**src/rtl/e1fa_pkg.sv**
```systemverilog
package e1fa_pkg;
  typedef enum logic [1:0] {
    ST_HUNT = 2'd0,
    ST_NFAS = 2'd1,
    ST_CONF = 2'd2,
    ST_LOCK = 2'd3
  } fa_state_t;

  localparam logic [6:0] ALIGN_WORD = 7'b0011011;
endpackage

```
**src/rtl/e1fa_window.sv**
```systemverilog
module e1fa_window #(
  parameter int WIN_W = 8
) (
  input  logic clk,
  input  logic rst_n,
  input  logic bit_en,
  input  logic rx_bit,
  output logic hit
);
  import e1fa_pkg::*;
  localparam int WORD_W = $bits(ALIGN_WORD);

  logic [WIN_W-1:0] sr_q, sr_d;

  always_comb begin
    sr_d = {sr_q[WIN_W-2:0], rx_bit};
    hit  = bit_en && (sr_d[WORD_W-1:0] == ALIGN_WORD);
  end

  always_ff @(posedge clk or negedge rst_n) begin
    if (!rst_n)      sr_q <= '1;
    else if (bit_en) sr_q <= sr_d;
  end
endmodule

```
**src/rtl/e1fa_position.sv**
```systemverilog
module e1fa_position #(
  parameter int TS_BITS = 8,
  parameter int NUM_TS  = 32,
  localparam int POS_W  = $clog2(TS_BITS) + $clog2(NUM_TS)
) (
  input  logic             clk,
  input  logic             rst_n,
  input  logic             bit_en,
  input  logic             load,
  output logic [POS_W-1:0] pos,
  output logic             word_frame,
  output logic             frame_end
);
  localparam logic [POS_W-1:0] LAST_POS = POS_W'(TS_BITS*NUM_TS - 1);
  localparam logic [POS_W-1:0] LOAD_POS = POS_W'(TS_BITS);

  logic [POS_W-1:0] pos_d;
  logic             wf_d;

  always_comb begin
    frame_end = bit_en && (pos == LAST_POS);
    pos_d     = pos;
    wf_d      = word_frame;
    if (load) begin
      pos_d = LOAD_POS;
      wf_d  = 1'b1;
    end else if (bit_en) begin
      pos_d = pos + 1'b1;
      if (pos == LAST_POS) wf_d = ~word_frame;
    end
  end

  always_ff @(posedge clk or negedge rst_n) begin
    if (!rst_n) begin
      pos        <= '0;
      word_frame <= 1'b0;
    end else begin
      pos        <= pos_d;
      word_frame <= wf_d;
    end
  end
endmodule

```
**src/rtl/e1fa_fsm.sv**
```systemverilog
module e1fa_fsm #(
  parameter int TS_BITS    = 8,
  parameter int POS_W      = 8,
  parameter int MISS_LIMIT = 3,
  localparam int ERR_W     = $clog2(MISS_LIMIT + 1)
) (
  input  logic                clk,
  input  logic                rst_n,
  input  logic                bit_en,
  input  logic                rx_bit,
  input  logic                hit,
  input  logic [POS_W-1:0]    pos,
  input  logic                word_frame,
  output e1fa_pkg::fa_state_t state,
  output logic                load
);
  import e1fa_pkg::*;
  localparam logic [POS_W-1:0] BIT2_POS = POS_W'(1);
  localparam logic [POS_W-1:0] LAST_TS0 = POS_W'(TS_BITS - 1);
  localparam logic [ERR_W-1:0] ERR_MAX  = ERR_W'(MISS_LIMIT - 1);

  fa_state_t        state_d;
  logic [ERR_W-1:0] err_q, err_d;
  logic             at_bit2, at_word_end;

  always_comb begin
    at_bit2     = bit_en && (pos == BIT2_POS) && !word_frame;
    at_word_end = bit_en && (pos == LAST_TS0) && word_frame;
    state_d     = state;
    err_d       = err_q;
    load        = 1'b0;
    unique case (state)
      ST_HUNT: if (hit) begin
        load    = 1'b1;
        state_d = ST_NFAS;
      end
      ST_NFAS: if (at_bit2) state_d = rx_bit ? ST_CONF : ST_HUNT;
      ST_CONF: if (at_word_end) begin
        state_d = hit ? ST_LOCK : ST_HUNT;
        err_d   = '0;
      end
      ST_LOCK: if (at_word_end) begin
        if (hit) begin
          err_d = '0;
        end else if (err_q == ERR_MAX) begin
          err_d   = '0;
          state_d = ST_HUNT;
        end else begin
          err_d = err_q + 1'b1;
        end
      end
      default: state_d = ST_HUNT;
    endcase
  end

  always_ff @(posedge clk or negedge rst_n) begin
    if (!rst_n) begin
      state <= ST_HUNT;
      err_q <= '0;
    end else begin
      state <= state_d;
      err_q <= err_d;
    end
  end
endmodule

```
**src/rtl/e1fa_loss_cnt.sv**
```systemverilog
module e1fa_loss_cnt #(
  parameter int CNT_W = 16
) (
  input  logic             clk,
  input  logic             rst_n,
  input  logic             clr,
  input  logic             inc,
  output logic [CNT_W-1:0] count
);
  logic [CNT_W-1:0] count_d;

  always_comb begin
    count_d = count;
    if (clr)                 count_d = '0;
    else if (inc && ~&count) count_d = count + 1'b1;
  end

  always_ff @(posedge clk or negedge rst_n) begin
    if (!rst_n) count <= '0;
    else        count <= count_d;
  end
endmodule

```
**src/rtl/e1_frame_aligner.sv**
```systemverilog
module e1_frame_aligner #(
  parameter int TS_BITS    = 8,
  parameter int NUM_TS     = 32,
  parameter int MISS_LIMIT = 3,
  parameter int CNT_W      = 16,
  localparam int BIT_W     = $clog2(TS_BITS),
  localparam int TS_W      = $clog2(NUM_TS),
  localparam int POS_W     = BIT_W + TS_W
) (
  input  logic             clk,
  input  logic             rst_n,
  input  logic             bit_en,
  input  logic             rx_bit,
  input  logic             cnt_clr,
  output logic             out_of_sync,
  output logic [TS_W-1:0]  ts_num,
  output logic [BIT_W-1:0] bit_num,
  output logic [CNT_W-1:0] loss_cnt
);
  import e1fa_pkg::*;

  logic             hit, load, word_frame, frame_end;
  logic [POS_W-1:0] pos;
  fa_state_t        state;

  e1fa_window #(.WIN_W(TS_BITS)) win_i (
    .clk(clk), .rst_n(rst_n), .bit_en(bit_en), .rx_bit(rx_bit), .hit(hit)
  );

  e1fa_position #(.TS_BITS(TS_BITS), .NUM_TS(NUM_TS)) pos_i (
    .clk(clk), .rst_n(rst_n), .bit_en(bit_en), .load(load),
    .pos(pos), .word_frame(word_frame), .frame_end(frame_end)
  );

  e1fa_fsm #(.TS_BITS(TS_BITS), .POS_W(POS_W), .MISS_LIMIT(MISS_LIMIT)) fsm_i (
    .clk(clk), .rst_n(rst_n), .bit_en(bit_en), .rx_bit(rx_bit), .hit(hit),
    .pos(pos), .word_frame(word_frame), .state(state), .load(load)
  );

  e1fa_loss_cnt #(.CNT_W(CNT_W)) cnt_i (
    .clk(clk), .rst_n(rst_n), .clr(cnt_clr),
    .inc(frame_end && (state != ST_LOCK)), .count(loss_cnt)
  );

  assign out_of_sync = (state != ST_LOCK);
  assign ts_num      = pos[POS_W-1:BIT_W];
  assign bit_num     = pos[BIT_W-1:0];
endmodule

```
**config.mk**
```make
export PLATFORM = sky130hd
export DESIGN_NAME = e1_frame_aligner
export DESIGN_NICKNAME = d
export VERILOG_FILES = /design/src/rtl/e1fa_pkg.sv /design/src/rtl/e1fa_window.sv /design/src/rtl/e1fa_position.sv /design/src/rtl/e1fa_fsm.sv /design/src/rtl/e1fa_loss_cnt.sv /design/src/rtl/e1_frame_aligner.sv
export SDC_FILE = /design/constraint.sdc
export NUM_CORES = 1
export LEC_CHECK = 0
export CAP_MARGIN = 20
export CORE_MARGIN = 1
export CORE_UTILIZATION = 45
export CTS_CLUSTER_DIAMETER = 50
export CTS_CLUSTER_SIZE = 28
export DETAILED_ROUTE_END_ITERATION = 6
export GPL_TIMING_DRIVEN = 0
export PLACE_DENSITY = 0.68
export SYNTH_ARGS = -nofsm -noshare
export SYNTH_HDL_FRONTEND = slang
export SYNTH_SLANG_ARGS = --single-unit
```
**constraint.sdc**
```tcl
create_clock -name clk -period 2.6 [get_ports clk]
set_input_delay 0.39 -clock clk [delete_from_list [all_inputs] [get_ports clk]]
set_output_delay 0.39 -clock clk [all_outputs]
set_load 0.1 [all_outputs]
```
After elaboration in Yosys (flattened, before gate mapping)
Index checks and enable logic that the tools add are counted.

Register bits: 35. Input bits: 5.

$add $sub $neg: 3. Equality and inequality tests: 15. Mux-type cells: 23. Bitwise logic cells: 1. Reductions and logical operators: 19.

Operators by type and width (number): 2-to-1 mux 16 bit (2); 2-to-1 mux 2 bit (12); adder 16 x 1 -> 16 bit (second input constant) (1); 2-to-1 mux 8 bit (2); AND reduction 16 bit (1); inequality test 2 x 1 -> 1 bit (second input constant) (5); adder 8 x 1 -> 8 bit (second input constant) (1); == test 8 x 1 -> 1 bit (second input constant) (1); == test 8 x 3 -> 1 bit (second input constant) (1); == test 8 bit (second input constant) (1); logical AND 1 bit (8); one-hot mux 2 bit (4 select lines) (1); nonzero test 2 bit (4); == test 7 x 5 -> 1 bit (second input constant) (1); == test 2 bit (second input constant) (3); AND reduction 6 bit (1); 2-to-1 mux 1 bit (5); inequality test 2 bit (second input constant) (2); one-hot mux 2 bit (2 select lines) (1); AND reduction 3 bit (1); adder 2 x 1 -> 2 bit (second input constant) (1); == test 2 x 1 -> 1 bit (second input constant) (1); logical NOT 1 bit (2); logical NOT 2 bit (1); other kinds (2) (2).

Depth between registers and ports, before layout
Word-level depth: 6. Depth in mapped cells: 7. Gate-level depth less buffers: 7.

Modules after synthesis
From an unflattened synthesis, not the netlist that was laid out.

Cell total of the unflattened synthesis: 184. Area total of the unflattened synthesis: 1955.6 um^2.

By module, submodules not included: e1fa_loss_cnt (times used 1, cells each 95, area each 919.6 um^2, sequential area each 400.4 um^2); e1fa_position (times used 1, cells each 43, area each 460.4 um^2, sequential area each 225.2 um^2); e1fa_window (times used 1, cells each 16, area each 282.8 um^2, sequential area each 157.7 um^2); e1fa_fsm (times used 1, cells each 28, area each 281.5 um^2, sequential area each 100.1 um^2); e1_frame_aligner (times used 1, cells each 2, area each 11.3 um^2, sequential area each 0.0 um^2).

Worst setup path after synthesis
OpenSTA, ideal clock, no wires.

Path kind: reg2reg. From: register pos_i.pos[0]. To: register cnt_i.count[9]. Arrival: 2.722 ns. Required time: 2.475 ns. Setup slack: -0.247 ns. Stages on the path, launching flop included: 8. Path buffers: 1. Clock period less this slack: 2.847 ns. Cell sequence: dfrtp_1 > ha_1 > nand4_1 > or3b_1 > clkbuf_2 > a2111o_1 > nor2_1 > mux2_2.

Cells in the longest elaborated chain, start to end: 5.

Ends and longest elaborated chain: start, declared (line e1fa_position.sv:10) `output logic [POS_W-1:0] pos,`; start signal, assigned (line e1fa_position.sv:38) `pos <= pos_d;`; == test 8 bit (line e1fa_position.sv:21) `frame_end = bit_en && (pos == LAST_POS);`; logical AND 1 bit (line e1fa_position.sv:21); logical AND 1 bit (line e1_frame_aligner.sv:42) `.inc(frame_end && (state != ST_LOCK)), .count(loss_cnt)`; logical AND 1 bit (line e1fa_loss_cnt.sv:15) `else if (inc && ~&count) count_d = count + 1'b1;`; nonzero test 2 bit (no line); end signal, assigned (line e1fa_loss_cnt.sv:20) `else count <= count_d;`; end, declared (line e1fa_loss_cnt.sv:8) `output logic [CNT_W-1:0] count`.

Every way passes these cells. A chain may end at the register's enable or synchronous reset.

Worst setup path in the final report
From: register fsm_i.state[0]. To: output port out_of_sync.

Cells in the longest elaborated chain, start to end: 1.

Ends and longest elaborated chain: start, declared (line e1fa_fsm.sv:14) `output e1fa_pkg::fa_state_t state,`; start signal, assigned (line e1fa_fsm.sv:61) `state <= state_d;`; inequality test 2 bit (line e1_frame_aligner.sv:45) `assign out_of_sync = (state != ST_LOCK);`; end, declared (line e1_frame_aligner.sv:15) `output logic out_of_sync,`.

Every way passes these cells.

==> flow_metrics.env <==
export IMPL_finalCoreUtilization_pct=60.75
export IMPL_initial_core_util_pct=48.37
export IMPL_gp_congestion=0.8381
export IMPL_hold_buffers=0
export IMPL_max_freq_mhz=407.5
export IMPL_core_area_mm2=0.003771
export IMPL_hold_viol=0
export IMPL_worst_pin_slew_ps=986.6
export IMPL_grt_pass1_wl_um=6658
export IMPL_crit_path_start="fsm_i.state[0]"
export IMPL_ys_flop_type="dfrtp_1"
export IMPL_clock_sinks=35
export IMPL_cp_arrival_ps=2060
export IMPL_period_share_pct=94.39
export IMPL_p_clk_share_pct=24.8
export IMPL_first_pass_iters=4
export IMPL_maxSlewHeadroom_pct=34.02
export IMPL_cts_buffer_depth=2
export IMPL_powerDensity_mw_per_mm2=904.8
export IMPL_insertion_delay_ps=300
export IMPL_critPathMaxFanout=8
export IMPL_htreeDepth=2
export IMPL_yosys_cell_count_top_type="dfrtp_1"
export IMPL_final_net_count=226
export IMPL_grt_pass1_vias=1465
export IMPL_synth_seq_area_share_pct=48.42
export IMPL_yosysTopAreaCellShare_pct=39.78
export IMPL_power_frac_comb_pct=37.5
export IMPL_ir_drop_uv=834.1
export IMPL_grt_usage_pct=20.94
export IMPL_synthesis_area_mm2=0.001824
export IMPL_dp_hpwl_um=2744
export IMPL_synth_cell_types=42
export IMPL_yosys_area_top_type="dfrtp_1"
export IMPL_worstSetupPathType="flip-flop to output port"
export IMPL_start_kind="flip-flop"
export IMPL_n_fill_cell=315
export IMPL_power_switching_mw=0.8838
export IMPL_wl_per_cell_um=14.61
export IMPL_synthesis_nets=190
export IMPL_p_int_mw=1.189
export IMPL_setup_viol=0
export IMPL_cts_resized=0
export IMPL_grt_max_degree=36
export IMPL_status="completed"
export IMPL_tns_ps=0
export IMPL_grt_overflow=0
export IMPL_ys_warn_count=0
export IMPL_clk_pin_slew_ps=80
export IMPL_cap_violations=0
export IMPL_drtAntennaViolNets=0
export IMPL_min_path_type="input pin to async pin"
export IMPL_die_w_um=65.67
export IMPL_vias_per_cell=5.592
export IMPL_num_antenna_cells=0
export IMPL_ys_ff_latch=35
export IMPL_clock_skew_ps=10.18
export IMPL_wl_um=3901
export IMPL_p_seq_share_pct=37.7
export IMPL_drv_slew=0
export IMPL_post_cts_buffers=0
export IMPL_area_delta_synth_final_pct=25.58
export IMPL_antenna_found_initial=0
export IMPL_synthTopCellsByArea="dfrtp_1, dfstp_2, nor2_1"
export IMPL_numCtsBuffers=5
export IMPL_io_buffers=28
export IMPL_multi_input_area_um2=882.1
export IMPL_switching_share_pct=42.64
export IMPL_drc=0
export IMPL_drt_iter0_drc=104
export IMPL_r2r_start="pos_i.pos[0]"
export IMPL_cts_tree="built"
export IMPL_fin_crit_ps=2454
export IMPL_std_cell_rows=22
export IMPL_design_portCount=30
export IMPL_required_ps=2210
export IMPL_vias=1493
export IMPL_power_leakage_nw=0.9221
export IMPL_synthArstFlopShare_pct=100.0
export IMPL_die_area_mm2=0.004313
export IMPL_end_kind="output port"
export IMPL_seqCellArea_um2=892.1
export IMPL_rsz0062_at_grt="no"
export IMPL_die_y_um=65.67
export IMPL_cts_root_buf="clkbuf_8"
export IMPL_synth_cells=182
export IMPL_drive_gt1_share_pct=17.35
export IMPL_synth_enable_flop_cells=0
export IMPL_synth_area_per_cell_um2=10.02
export IMPL_synth_common_cells="dfrtp_1, nor2_1, nand2_1"
layout by cell type, fill, tap and decap left out, types with 2 or more instances in the layout:
| cell type | synthesis | routed |
|---|---|---|
| and2_1 | 2 | 2 |
| and4_1 | 4 | 4 |
| nand3_1 | 6 | 6 |
| clkbuf_1 | 3 | 3 |
| mux2_2 | 7 | 7 |
| dfrtp_1 | 29 | 22 |
| dfstp_2 | 6 | 6 |
| xor2_1 | 9 | 9 |
| xnor2_1 | 7 | 7 |
| ha_1 | 3 | 3 |
| or3_1 | 3 | 3 |
| o21ai_0 | 9 | 9 |
| dfrtp_2 | 0 | 7 |
| nand2_1 | 15 | 15 |
| a21oi_1 | 6 | 6 |
| nand4_1 | 8 | 8 |
| or4_1 | 3 | 3 |
| nor2_1 | 24 | 24 |
| nand4b_1 | 2 | 2 |
| clkdlybuf4s50_1 | 0 | 27 |
| nor2b_1 | 3 | 3 |
| and3_1 | 2 | 2 |
| clkbuf_8 | 0 | 6 |
| a211oi_1 | 4 | 4 |
| buf_2 | 0 | 2 |
| mux2i_1 | 2 | 2 |
| buf_4 | 2 | 2 |
| inv_1 | 4 | 4 |
| nor3_1 | 2 | 2 |
routing by layer:
metal	wire length (um)	vias up	share of wire (%)	global-route usage [%]
li1	-	725	-	-
met2	1855	30	48	31.76
met4	68	0	1.7	8.967
met5	0	-	0	0
met1	1800	730	46	27.28
met3	177	8	4.5	6.597
worst max-delay path, stage by stage, from the launching register on:
cell	delay [ps]
dfrtp_1	360
buf_4	160
nand2_1	110
clkdlybuf4s50_1	1140
registers in the layout, indices dropped and copies added, names as in the netlist:
register	cells
cnt_i.count	16
fsm_i.err_q	2
fsm_i.state	2
pos_i.pos	8
pos_i.word_frame	1
win_i.sr_q	6
power by group through the flow:
stage               clock [mW]  sequential [mW]  combinational, mW
floorplan                    0             1.16              0.203
global placement             0            0.782              0.762
detailed placement           0            0.789              0.781
CTS                      0.523            0.781              0.781
global route             0.548            0.801              0.818
finish                   0.515            0.781              0.777
logic make-up (layout without fill, tap and decap cells):
kind of cell,Yosys count,count (layout),synth area share [%]
AO/OA/AOI/OAI,24,24,8.094
AND/OR/NAND/NOR,84,84,25.10
buffers and inverters,11,48,3.223
XOR/XNOR,16,16,7.682
flip-flops,35,35,48.42
adder cells (fa/ha/maj),3,3,2.058
multiplexers,9,9,5.419
stage by stage:
| step | instance area, um2 | setup WS, ps | total power, mW | cells | hold WS (ps) |
|---|---|---|---|---|---|
| after floorplan | 1833 | 7.287 | 1.368 | 182 | 94.41 |
| after global placement | 2173 | -96.78 | 1.544 | 258 | 483.2 |
| after detailed placement | 2173 | -137.2 | 1.571 | 259 | 498.8 |
| after CTS | 2291 | 131.0 | 2.085 | 267 | 198.4 |
| after global routing | 2291 | 78.44 | 2.167 | 267 | 229.8 |
| final | 2291 | 145.9 | 2.073 | 267 | 172.0 |
layout make-up:
cell class              count  area share [%]
multi-input cells         136           38.50
clock inverters             2           1.529
flip-flops and latches     35           38.94
repair buffers             29           12.23
plain buffers               7           1.912
well taps                  48           2.622
clock buffers               6           3.605
inverters                   4          0.6554
final timing paths:
| path | to | slack, ps | depth (start not counted) |
|---|---|---|---|
| max in group asynchronous | pos_i.pos[2] | 1880 | 1 |
| max reg2reg | cnt_i.count[9] | 270 | 7 |
| max | out_of_sync | 150 | 3 |
| min in group clk | fsm_i.err_q[1] | 520 | 2 |
| min | cnt_i.count[8] | 170 | 1 |
| min reg2reg | fsm_i.err_q[1] | 520 | 2 |
Power figures use the tool's default switching activity.
